## config.mk

```make
export PLATFORM = sky130hd
export DESIGN_NAME = thermo_regfile
export DESIGN_NICKNAME = d
export VERILOG_FILES = /design/src/rtl/tsreg_pkg.sv /design/src/rtl/tsreg_cfg.sv /design/src/rtl/tsreg_limit.sv /design/src/rtl/tsreg_rdmux.sv /design/src/rtl/thermo_regfile.sv
export SDC_FILE = /design/constraint.sdc
export NUM_CORES = 1
export LEC_CHECK = 0
export CAP_MARGIN = 10
export CORE_MARGIN = 2
export CORE_UTILIZATION = 40
export DETAILED_ROUTE_END_ITERATION = 6
export MAX_ROUTING_LAYER = met4
export PLACE_DENSITY = 0.75
export SKIP_LAST_GASP = 1
export SYNTH_ARGS = -nofsm -noshare
export SYNTH_HDL_FRONTEND = slang
export SYNTH_HIERARCHICAL = 1
export SYNTH_SLANG_ARGS = --single-unit
```

## constraint.sdc

```tcl
create_clock -name clk -period 1.95 [get_ports clk]
set_input_delay 0.195 -clock clk [delete_from_list [all_inputs] [get_ports clk]]
set_output_delay 0.195 -clock clk [all_outputs]
set_load 0.05 [all_outputs]
```

## src/rtl/tsreg_pkg.sv

```systemverilog
package tsreg_pkg;

    localparam int REG_W  = 16;
    localparam int TEMP_W = 13;
    localparam int NUM_REGS = 8;
    localparam int NUM_LIMITS = 3;

    // Register slots; the numbering is decoded by the serial front end.
    typedef enum logic [2:0] {
        SLOT_CAP  = 3'd0,
        SLOT_CFG  = 3'd1,
        SLOT_HIGH = 3'd2,
        SLOT_LOW  = 3'd3,
        SLOT_CRIT = 3'd4,
        SLOT_TEMP = 3'd5,
        SLOT_MFG  = 3'd6,
        SLOT_DEV  = 3'd7
    } reg_slot_e;

    // Stored configuration state (status and clear bits are not stored).
    typedef struct packed {
        logic [1:0] hyst;
        logic       shdn;
        logic       crit_lock;
        logic       alarm_lock;
        logic       evt_en;
        logic       crit_only;
        logic       evt_pol;
        logic       evt_mode;
    } cfg_t;

    // Writable bits of a limit word: 0.25 degree granularity, sign in bit 12.
    localparam logic [REG_W-1:0] LIMIT_KEEP = 16'h1FFC;

    function automatic logic [REG_W-1:0] cfg_word(cfg_t c, logic evt);
        return {5'b0, c.hyst, c.shdn, c.crit_lock, c.alarm_lock,
                1'b0, evt, c.evt_en, c.crit_only, c.evt_pol, c.evt_mode};
    endfunction

endpackage

```

## src/rtl/tsreg_cfg.sv

```systemverilog
module tsreg_cfg
    import tsreg_pkg::*;
(
    input  logic             clk,
    input  logic             rst,
    input  logic             wr_hit,
    input  logic [REG_W-1:0] wr_data,
    output cfg_t             cfg_q,
    output logic             clr_q
);

    cfg_t cfg_d;
    logic locked_any;

    assign locked_any = cfg_q.crit_lock | cfg_q.alarm_lock;

    always_comb begin
        cfg_d = cfg_q;
        cfg_d.crit_lock  = cfg_q.crit_lock  | wr_data[7];
        cfg_d.alarm_lock = cfg_q.alarm_lock | wr_data[6];
        if (!locked_any) begin
            cfg_d.hyst     = wr_data[10:9];
            cfg_d.evt_en   = wr_data[3];
            cfg_d.evt_pol  = wr_data[1];
            cfg_d.evt_mode = wr_data[0];
        end
        cfg_d.shdn      = wr_data[8] & (cfg_q.shdn | ~locked_any);
        cfg_d.crit_only = wr_data[2] & (cfg_q.crit_only | ~cfg_q.crit_lock);
    end

    always_ff @(posedge clk) begin
        if (rst) begin
            cfg_q <= '0;
            clr_q <= 1'b0;
        end else begin
            clr_q <= wr_hit & wr_data[5];
            if (wr_hit) cfg_q <= cfg_d;
        end
    end

    p_crit_lock_sticky_r3: assert property (@(posedge clk) disable iff (rst)
        cfg_q.crit_lock |=> cfg_q.crit_lock);
    p_alarm_lock_sticky_r3: assert property (@(posedge clk) disable iff (rst)
        cfg_q.alarm_lock |=> cfg_q.alarm_lock);
    p_fields_frozen_r4: assert property (@(posedge clk) disable iff (rst)
        (cfg_q.crit_lock || cfg_q.alarm_lock) |=>
        ($stable(cfg_q.hyst) && $stable(cfg_q.evt_en) &&
         $stable(cfg_q.evt_pol) && $stable(cfg_q.evt_mode)));
    p_no_shdn_entry_r5: assert property (@(posedge clk) disable iff (rst)
        ((cfg_q.crit_lock || cfg_q.alarm_lock) && !cfg_q.shdn) |=> !cfg_q.shdn);
    p_crit_only_held_r6: assert property (@(posedge clk) disable iff (rst)
        (cfg_q.crit_lock && !cfg_q.crit_only) |=> !cfg_q.crit_only);
    p_clear_origin_r7: assert property (@(posedge clk) disable iff (rst)
        clr_q |-> $past(wr_hit && wr_data[5]));

endmodule

```

## src/rtl/tsreg_limit.sv

```systemverilog
module tsreg_limit
    import tsreg_pkg::*;
#(
    parameter logic [REG_W-1:0] KEEP = LIMIT_KEEP
) (
    input  logic             clk,
    input  logic             rst,
    input  logic             wr_hit,
    input  logic             lock,
    input  logic [REG_W-1:0] wr_data,
    output logic [REG_W-1:0] value_q
);

    always_ff @(posedge clk) begin
        if (rst) begin
            value_q <= '0;
        end else if (wr_hit && !lock) begin
            value_q <= wr_data & KEEP;
        end
    end

    p_locked_hold_r3: assert property (@(posedge clk) disable iff (rst)
        lock |=> $stable(value_q));
    p_rsvd_clear_r9: assert property (@(posedge clk) disable iff (rst)
        (value_q & ~KEEP) == '0);

endmodule

```

## src/rtl/tsreg_rdmux.sv

```systemverilog
module tsreg_rdmux
    import tsreg_pkg::*;
#(
    parameter int               ADDR_W    = 8,
    parameter logic [REG_W-1:0] CAP_VALUE = 16'h007F,
    parameter logic [REG_W-1:0] MFG_VALUE = 16'h1B09,
    parameter logic [REG_W-1:0] DEV_VALUE = 16'h0813
) (
    input  logic [ADDR_W-1:0] rd_addr,
    input  logic [REG_W-1:0]  cfg_rd,
    input  logic [REG_W-1:0]  lim_rd [NUM_LIMITS],
    input  logic [REG_W-1:0]  temp_rd,
    output logic [REG_W-1:0]  rd_data
);

    localparam logic [ADDR_W-1:0] TOP_ADDR = ADDR_W'(NUM_REGS - 1);

    reg_slot_e slot;
    assign slot = reg_slot_e'(rd_addr[2:0]);

    always_comb begin
        rd_data = '0;
        if (rd_addr <= TOP_ADDR) begin
            unique case (slot)
                SLOT_CAP:  rd_data = CAP_VALUE;
                SLOT_CFG:  rd_data = cfg_rd;
                SLOT_HIGH: rd_data = lim_rd[0];
                SLOT_LOW:  rd_data = lim_rd[1];
                SLOT_CRIT: rd_data = lim_rd[2];
                SLOT_TEMP: rd_data = temp_rd;
                SLOT_MFG:  rd_data = MFG_VALUE;
                SLOT_DEV:  rd_data = DEV_VALUE;
                default:   rd_data = '0;
            endcase
        end
    end

endmodule

```

## src/rtl/thermo_regfile.sv

```systemverilog
module thermo_regfile
    import tsreg_pkg::*;
#(
    parameter int               ADDR_W    = 8,
    parameter logic [REG_W-1:0] CAP_VALUE = 16'h007F,
    parameter logic [REG_W-1:0] MFG_VALUE = 16'h1B09,
    parameter logic [REG_W-1:0] DEV_VALUE = 16'h0813
) (
    input  logic              clk,
    input  logic              rst,
    input  logic              wr_en,
    input  logic [ADDR_W-1:0] wr_addr,
    input  logic [15:0]       wr_data,
    input  logic [ADDR_W-1:0] rd_addr,
    output logic [15:0]       rd_data,
    input  logic              smp_vld,
    input  logic [12:0]       smp_temp,
    input  logic              smp_crit,
    input  logic              smp_high,
    input  logic              smp_low,
    input  logic              event_active,
    output logic [1:0]        hyst_sel,
    output logic              shutdown,
    output logic              crit_lock,
    output logic              alarm_lock,
    output logic              clear_pulse,
    output logic              event_en,
    output logic              crit_only,
    output logic              event_pol,
    output logic              event_mode,
    output logic [15:0]       high_limit,
    output logic [15:0]       low_limit,
    output logic [15:0]       critical_limit
);

    localparam logic [ADDR_W-1:0] CFG_ADDR = ADDR_W'(SLOT_CFG);
    localparam int                LIM_BASE = int'(SLOT_HIGH);

    cfg_t             cfg_q;
    logic             clr_q;
    logic [REG_W-1:0] lim_q [NUM_LIMITS];
    logic [REG_W-1:0] temp_q;
    logic [REG_W-1:0] cfg_rd;

    tsreg_cfg u_cfg (
        .clk     (clk),
        .rst     (rst),
        .wr_hit  (wr_en && (wr_addr == CFG_ADDR)),
        .wr_data (wr_data),
        .cfg_q   (cfg_q),
        .clr_q   (clr_q)
    );

    for (genvar g = 0; g < NUM_LIMITS; g++) begin : g_lim
        localparam logic [ADDR_W-1:0] MY_ADDR = ADDR_W'(LIM_BASE + g);
        logic lock_sel;
        if (g == NUM_LIMITS - 1) begin : g_crit
            assign lock_sel = cfg_q.crit_lock;
        end else begin : g_alarm
            assign lock_sel = cfg_q.alarm_lock;
        end
        tsreg_limit #(.KEEP(LIMIT_KEEP)) u_lim (
            .clk     (clk),
            .rst     (rst),
            .wr_hit  (wr_en && (wr_addr == MY_ADDR)),
            .lock    (lock_sel),
            .wr_data (wr_data),
            .value_q (lim_q[g])
        );
    end

    // Temperature word: trip flags above the 13-bit sample, frozen in shutdown.
    always_ff @(posedge clk) begin
        if (rst) begin
            temp_q <= '0;
        end else if (smp_vld && !cfg_q.shdn) begin
            temp_q <= {smp_crit, smp_high, smp_low, smp_temp};
        end
    end

    assign cfg_rd = cfg_word(cfg_q, event_active);

    tsreg_rdmux #(
        .ADDR_W    (ADDR_W),
        .CAP_VALUE (CAP_VALUE),
        .MFG_VALUE (MFG_VALUE),
        .DEV_VALUE (DEV_VALUE)
    ) u_rdmux (
        .rd_addr (rd_addr),
        .cfg_rd  (cfg_rd),
        .lim_rd  (lim_q),
        .temp_rd (temp_q),
        .rd_data (rd_data)
    );

    assign hyst_sel       = cfg_q.hyst;
    assign shutdown       = cfg_q.shdn;
    assign crit_lock      = cfg_q.crit_lock;
    assign alarm_lock     = cfg_q.alarm_lock;
    assign clear_pulse    = clr_q;
    assign event_en       = cfg_q.evt_en;
    assign crit_only      = cfg_q.crit_only;
    assign event_pol      = cfg_q.evt_pol;
    assign event_mode     = cfg_q.evt_mode;
    assign high_limit     = lim_q[0];
    assign low_limit      = lim_q[1];
    assign critical_limit = lim_q[2];

    p_temp_frozen_r11: assert property (@(posedge clk) disable iff (rst)
        shutdown |=> $stable(temp_q));
    p_cfg_rsvd_r9: assert property (@(posedge clk) disable iff (rst)
        (rd_addr == CFG_ADDR) |-> (rd_data[15:11] == 5'd0 && !rd_data[5]));
    p_unmapped_zero_r1: assert property (@(posedge clk) disable iff (rst)
        (rd_addr > ADDR_W'(NUM_REGS - 1)) |-> (rd_data == 16'h0000));

endmodule

```

# After elaboration in Yosys (flattened, before gate mapping)

Index checks and enable logic that the tools add are counted.
Widths: inputs -> output; s select.

Flip-flop bits (word level): 59
Logic and storage cells: 50

Equality and inequality tests: 11
$lt $le $gt $ge: 1
Multiplexer cells: 2
Reductions and logical operators: 13
Bitwise logic cells: 10

Operator list:

| operator           | number |
|---|---|
| $pmux 16 s8        | 1 |
| $eq 8x2->1 const B | 2 |
| $mux 16            | 1 |
| $eq 3x3->1 const B | 4 |
| $eq 8x1->1 const B | 1 |
| $eq 8x3->1 const B | 1 |
| $le 8x3->1 const B | 1 |
| $logic_and 1x1->1  | 8 |
| $eq 3x2->1 const B | 2 |
| $or 1x1->1         | 5 |
| $and 1x1->1        | 3 |
| $eq 3x1->1 const B | 1 |
| $logic_not 1->1    | 3 |
| $logic_not 3->1    | 1 |
| $not 1->1          | 2 |
| $reduce_and 2->1   | 1 |

# Depth between registers and ports, before layout

Gate-level depths: netlist of run 1.

Depth in word-level cells: 4
Depth in mapped cells: 6
Gate-level depth less buffers: 5

# Modules after synthesis

Netlist of run 1, hierarchy kept.

Modules (own cells, without submodules):

| module         | times used | area each (sq um) | seq. area each (sq um) | cells each |
|---|---|---|---|---|
| tsreg_limit    | 3          | 549.3             | 220.2                  | 56 |
| tsreg_rdmux    | 1          | 883.3             | 0.0                    | 137 |
| thermo_regfile | 1          | 648.1             | 320.3                  | 82 |
| tsreg_cfg      | 1          | 396.6             | 200.2                  | 37 |

# Least setup slack after synthesis of run 1

OpenSTA, ideal clock, no wires.

Kind: register to output
Start point: register, netlist name u_cfg/cfg_q[4]
End point: output port rd_data[6]
Path slack: -235 ps
Arrival time: 1990 ps
Data required time: 1755 ps
Cell stages (with the launch flop): 4
Path buffers: 0
Path through: dfxtp_1 -> inv_1 -> a221o_1 -> a21oi_1

Cells in the longest elaborated chain, start to end: 2

RTL lines:

| what        | RTL line             | text |
|---|---|---|
| $pmux 16 s8 | tsreg_rdmux.sv:24    | `unique case (slot)` |
| $mux 16     | tsreg_rdmux.sv:23    | `if (rd_addr <= TOP_ADDR) begin` |
| to (decl)   | thermo_regfile.sv:15 | `output logic [15:0] rd_data,` |

No other way between the ends.

# Final worst setup path of run 1

Start point: input port rd_addr[3]
End point: output port rd_data[8]

Cells in the longest elaborated chain, start to end: 2

RTL lines:

| what        | RTL line             | text |
|---|---|---|
| from (decl) | thermo_regfile.sv:14 | `input logic [ADDR_W-1:0] rd_addr,` |
| $le 8x3->1  | tsreg_rdmux.sv:23    |  |
| $mux 16     | tsreg_rdmux.sv:23    |  |

No other way between the ends.

==> results of run 1 <==
==> timing repair <==
item                       4_1_cts  5_1_grt
buffers inserted                 0        3
setup endpoints to repair        0       14
resized for setup                0        8
==> power by group through the flow <==
stage          combinational (W)  sequential (W)  clock, W
2_1_floorplan           0.000299         0.00126         0
3_3_place_gp            0.000449         0.00126         0
3_5_place_dp            0.000457         0.00126         0
4_1_cts                 0.000458         0.00124  0.000989
5_1_grt                 0.000505         0.00124   0.00105
6_report                0.000473         0.00124  0.000976
==> path summary, 6_finish.rpt <==
path,slack (ns),cells after the start,startpoint,end
max,0.11,8,rd_addr[3],rd_data[8]
min,0.35,2,rst,u_cfg/cfg_q[5]
max reg2reg,0.69,4,u_cfg/cfg_q[6],temp_q[0]
min reg2reg,0.46,2,temp_q[8],temp_q[8]
==> worst reg2reg max path: cells and delay by family (launching register included) <==
kind	cells	cell delay [ns]
compound gates	1	0.17
simple gates	2	0.59
buf+inv	1	0.12
flops	1	0.32
==> cells by family after synthesis <==
group | share of synthesized area
simple gates | 0.315
compound gates | 0.181
flops | 0.330
buf+inv | 0.102
mux | 0.0675
other cells | 0.00420
==> per-stage QoR <==
| step | setup slack (ns) | util | area (um2) |
|---|---|---|---|
| finish | 0.109 | 0.594 | 5150 |
| global route | 0.0430 | 0.594 | 5150 |
| CTS | 0.000961 | 0.589 | 5110 |
| detailed placement | -0.0348 | 0.569 | 4940 |
| global placement | 0.00784 | 0.569 | 4940 |
| floorplan | 0.0150 | - | 3650 |
==> layout make-up <==
cell class              instances  area (um2)
multi-input cells             323        2120
clock inverters                 5        30.0
well taps                     108         135
repair buffers                141        1520
fillers                       778        3520
inverters                      10        37.5
flip-flops and latches         59        1180
clock buffers                  10         138
==> routing by layer <==
metal,GRT usage,part of all wire,up-vias
li1,-,-,1687
met1,0.290,0.45,1652
met2,0.355,0.47,136
met3,0.0518,0.066,16
met4,0.0717,0.015,0
met5,-,0,-
==> cell usage in the layout (no fill, tap or decap), types with 4 or more instances in the layout <==
cell | netlist | final
nor2_1 | 19 | 17
buf_12 | 0 | 18
clkdlybuf4s50_1 | 0 | 86
nand4bb_1 | 33 | 33
a21oi_1 | 40 | 38
o21ai_0 | 11 | 11
mux2_4 | 4 | 4
buf_4 | 19 | 28
conb_1 | 4 | 21
clkbuf_8 | 0 | 10
mux2i_1 | 17 | 17
o21ai_1 | 33 | 33
inv_1 | 10 | 10
a221oi_2 | 4 | 4
dfxtp_1 | 59 | 59
nor2b_1 | 5 | 5
buf_6 | 6 | 4
nand2b_1 | 45 | 45
nand2_1 | 51 | 51
==> state kept, by name (all words and copies together) (netlist names) <==
name	flops
temp_q	16
u_cfg/clr_q	1
u_cfg/cfg_q	9
g_lim.u_lim/value_q	33
==> impl_metrics.json, run 1 <==
{
  "status": "complete, no violations",
  "power_frac_seq": 0.460,
  "wl_per_cell_um": 16.7,
  "pwr-share-comb": 0.176,
  "synthArstFlopShare": 0,
  "nNetsFinal": 597,
  "synth_seq_cells": 59,
  "first_global_vias": 3391,
  "drive_gt1_frac": 0.179,
  "fp.dieArea_um2": 9710,
  "ys.warnings.count": 6,
  "start_kind": "input pin",
  "clock_path_buffers": 2,
  "diodes": 0,
  "tightestPinTransition_ns": 0.576,
  "drc": 0,
  "synth_area_um2": 3580,
  "cp.required_ns": 1.75,
  "min_path_type": "input pin to register",
  "final-setup-viol-count": 0,
  "clock-root-buffer": "clkbuf_8",
  "initial_core_util": 0.412,
  "pwr-share-clk": 0.364,
  "total_power_w": 0.00268,
  "finalSetupTns_ns": 0,
  "rsz0062_at_grt": "false",
  "netlist_top_cells_count": "dfxtp_1, nand2_1, nand2b_1, a21oi_1",
  "finalNonFillerCells": 656,
  "synth_ff_type": "dfxtp_1",
  "crit_chain": "clkdlybuf4s50_1 > nor3_2 > and2_1 > buf_12 > nand2_1 > a21oi_1 > buf_4 > buf_12",
  "htreeDepth": 3,
  "synth_area_leader_cell": "dfxtp_1",
  "syn_inst": 424,
  "gp_congestion": 0.827,
  "crit_top_cell": "buf_12",
  "die_h_um": 98.6,
  "die_x_um": 98.6,
  "viasPerCell": 5.32,
  "synth.area.top_cells": "dfxtp_1, nand4bb_1, nand2b_1, a21oi_1, nand2_1",
  "finalCritPeriodShare": 0.944,
  "hpwl_um": 8090,
  "cts-buffers-inserted": 9,
  "crit_buf_inv": 4,
  "cp_slowest_cell": "clkdlybuf4s50_1",
  "cp.arrival_ns": 1.65,
  "clkTransAtPathRegs_ns": 0.07,
  "cts_hold_buf": 0,
  "yosysSeqAreaShare": 0.330,
  "ys_types": 47,
  "skew_ns": 0.00528,
  "switching_share": 0.285,
  "criticalPathCategory": "input pin to output pin",
  "holdWs_ns": 0.350,
  "slew_headroom": 0.616,
  "end_kind": "output pin",
  "core_um2": 8680,
  "peakVddDrop_mv": 0.275,
  "cts_tree": "yes",
  "routed_wirelength_um": 11000,
  "gr-usage-all-layers": 0.226,
  "via_count": 3491,
  "p_switching_w": 0.000766,
  "insertion_delay_ns": 0.34,
  "yosysMostFrequentCell": "dfxtp_1",
  "ant_nets": 0,
  "grt-ovfl-total": 0,
  "crit_path_max_fanout": 10,
  "p_leak_nw": 1.91,
  "syn_area_per_cell_um2": 8.43,
  "drtIter0Drc": 236,
  "port_buffers": 108,
  "drv_cap": 0,
  "num_rows": 34,
  "slew_viol_final": 0,
  "syn_to_final_growth_pct": 44.2,
  "antenna_found_initial": 0,
  "crit_family": "buffers and inverters",
  "final_hold_viol_count": 0,
  "yosysTopAreaCellShare": 0.330,
  "clock.fmax_mhz": 543,
  "numClockSinks": 59,
  "grt_pass1_wl_um": 17100,
  "drt-pass1-iter-count": 6,
  "fin_crit_ns": 1.84,
  "ios": 127,
  "synth_edf_count": 0,
  "grt_max_degree": 59,
  "dp.cells": 638,
  "cell_internal_pwr_w": 0.00192,
  "powerDensity_nw_per_um2": 521,
  "slowest_delay_ns": 0.41
}
(Power assumes the default switching activity.)
==> inputs of run 2 (changes only) <==
Settings changed: HOLD_SLACK_MARGIN from default to 0.1, SLEW_MARGIN from default to 10.
==> results of run 2 <==
Final layout, timing and power as in run 1 (identical DEF).
==> inputs of run 3 (changes only) <==
Settings changed: CORE_MARGIN 2 to 1.5.
==> run 3 against run 2 <==
Compared with the run above:
- clock power rose by 0.6%
- critical path type is now register to output pin
- cell area fell by 0.15%
- first-iteration DRC count down 19%
- largest power group unchanged
- largest cell class unchanged
- clock-buffer cell count increased by 1
- critical endpoint is now event_pol
- register-to-register slack is essentially flat
- worst setup slack improved by 0.020 ns
- global-route usage up 0.58 points
- via count hardly changed
==> impl_metrics.json, run 3 (synthesis gave the netlist of run 1 again) <==
{
  "status": "complete, no violations",
  "crit_chain": "clkdlybuf4s50_1",
  "fin_crit_ns": 1.82,
  "htreeDepth": 3,
  "final_hold_viol_count": 0,
  "crit_path_max_fanout": 3,
  "ios": 127,
  "min_path_type": "input pin to register",
  "diodes": 0,
  "ant_nets": 0,
  "drv_cap": 0,
  "drtIter0Drc": 191,
  "slew_viol_final": 0,
  "core_um2": 8680,
  "final-setup-viol-count": 0,
  "port_buffers": 108,
  "clock_path_buffers": 2,
  "drc": 0,
  "routed_wirelength_um": 10800,
  "die_x_um": 97.6,
  "rrSetupSlack_ns": 0.70,
  "largest_register_ffs": 33,
  "die_h_um": 97.6,
  "total_power_w": 0.00269,
  "finalSetupTns_ns": 0,
  "powerDensity_nw_per_um2": 523,
  "crit_buf_inv": 1,
  "syn_to_final_growth_pct": 43.9,
  "numClockSinks": 59,
  "clock-root-buffer": "clkbuf_8",
  "slowest_delay_ns": 0.85,
  "cts-buffers-inserted": 9,
  "clock.fmax_mhz": 549,
  "top_register": "g_lim.u_lim/value_q",
  "place_area_um2": 4940,
  "finalInstanceArea_um2": 5150,
  "fp.dieArea_um2": 9520,
  "fill_cells": 773,
  "rsz0062_at_grt": "false",
  "criticalPathCategory": "register to output pin",
  "end_kind": "output pin",
  "crit_family": "buffers and inverters",
  "cts_hold_buf": 0,
  "cp.required_ns": 1.75,
  "final_common_cell": "clkdlybuf4s50_1",
  "grt-ovfl-total": 0,
  "cp.arrival_ns": 1.63,
  "grt_pass1_wl_um": 17300,
  "fin_ws_ns": 0.129,
  "drive_gt1_frac": 0.171,
  "gr-usage-all-layers": 0.232,
  "pre_cts_slack_ns": -0.0467,
  "hpwl_um": 7980,
  "slew_headroom": 0.616,
  "cts_tree": "yes",
  "grt_max_degree": 67,
  "first_global_vias": 3579,
  "tightestPinTransition_ns": 0.575,
  "start_kind": "register",
  "finalCritPeriodShare": 0.934,
  "post-cts-setup-buffers": 0,
  "via_count": 3489,
  "p_leak_nw": 1.91,
  "peakVddDrop_mv": 0.302,
  "clkTransAtPathRegs_ns": 0.06,
  "antenna_found_initial": 0,
  "wl_per_cell_um": 16.6,
  "cp_slowest_cell": "clkdlybuf4s50_1",
  "gp_congestion": 0.844,
  "drt-pass1-iter-count": 4,
  "top_regs": "g_lim.u_lim/value_q x33, temp_q x16, u_cfg/cfg_q x9",
  "num_rows": 34,
  "viasPerCell": 5.35,
  "insertion_delay_ns": 0.35,
  "skew_ns": 0.00963,
  "final_cell_mix": "clkdlybuf4s50_1, dfxtp_1, nand2_1, nand2b_1, a21oi_1",
  "nNetsFinal": 594,
  "initial_core_util": 0.412
}
-- run 3: final timing paths --
path,startpoint,to,depth (start not counted)
max,u_cfg/cfg_q[1],event_pol,1
min reg2reg,temp_q[1],temp_q[1],2
min,rst,u_cfg/cfg_q[5],2
max reg2reg,u_cfg/cfg_q[6],temp_q[3],3
-- run 3: layout make-up --
| type | count | area, um2 | area share |
|---|---|---|---|
| clock inverter | 3 | 15.0 | 0.00292 |
| clock buffer | 11 | 151 | 0.0294 |
| multi-input combinational | 323 | 2110 | 0.410 |
| inverter | 10 | 37.5 | 0.00729 |
| tap | 108 | 135 | 0.0263 |
| sequential | 59 | 1180 | 0.229 |
| timing repair buffer | 138 | 1520 | 0.294 |
-- run 3: per-layer routing --
metal | global-route usage | vias up | routed length, um | part of all wire
met4 | 0.0791 | 0 | 228 | 0.021
met5 | - | - | 0 | 0
met2 | 0.390 | 149 | 5190 | 0.48
li1 | - | 1683 | - | -
met1 | 0.272 | 1637 | 4680 | 0.43
met3 | 0.0554 | 20 | 710 | 0.066
-- run 3: power by group --
group / switching, W / internal, W
logic: 0.000257 / 0.000216
registers: 0.0000115 / 0.00122
clock network: 0.000473 / 0.000509
total: 0.000742 / 0.00195
-- run 3: timing repair --
action | in CTS | in global routing
gates cloned | 1 | 0
setup endpoints to repair | 7 | 6
gates resized for setup | 2 | 1
pin swaps | 0 | 0
-- run 3: metrics by stage --
stage	hold WS, ns	instances	utilization
2_1_floorplan	0.331	441	-
3_3_place_gp	0.448	637	0.570
3_5_place_dp	0.450	637	0.570
4_1_cts	0.257	652	0.593
5_1_grt	0.313	652	0.593
6_report	0.272	652	0.593
-- run 3: worst reg2reg max path: stages, from the launching register on --
cell and delay [ns]:
dfxtp_1 0.40, nand2b_1 0.50, nand2_1 0.12, a21oi_1 0.16
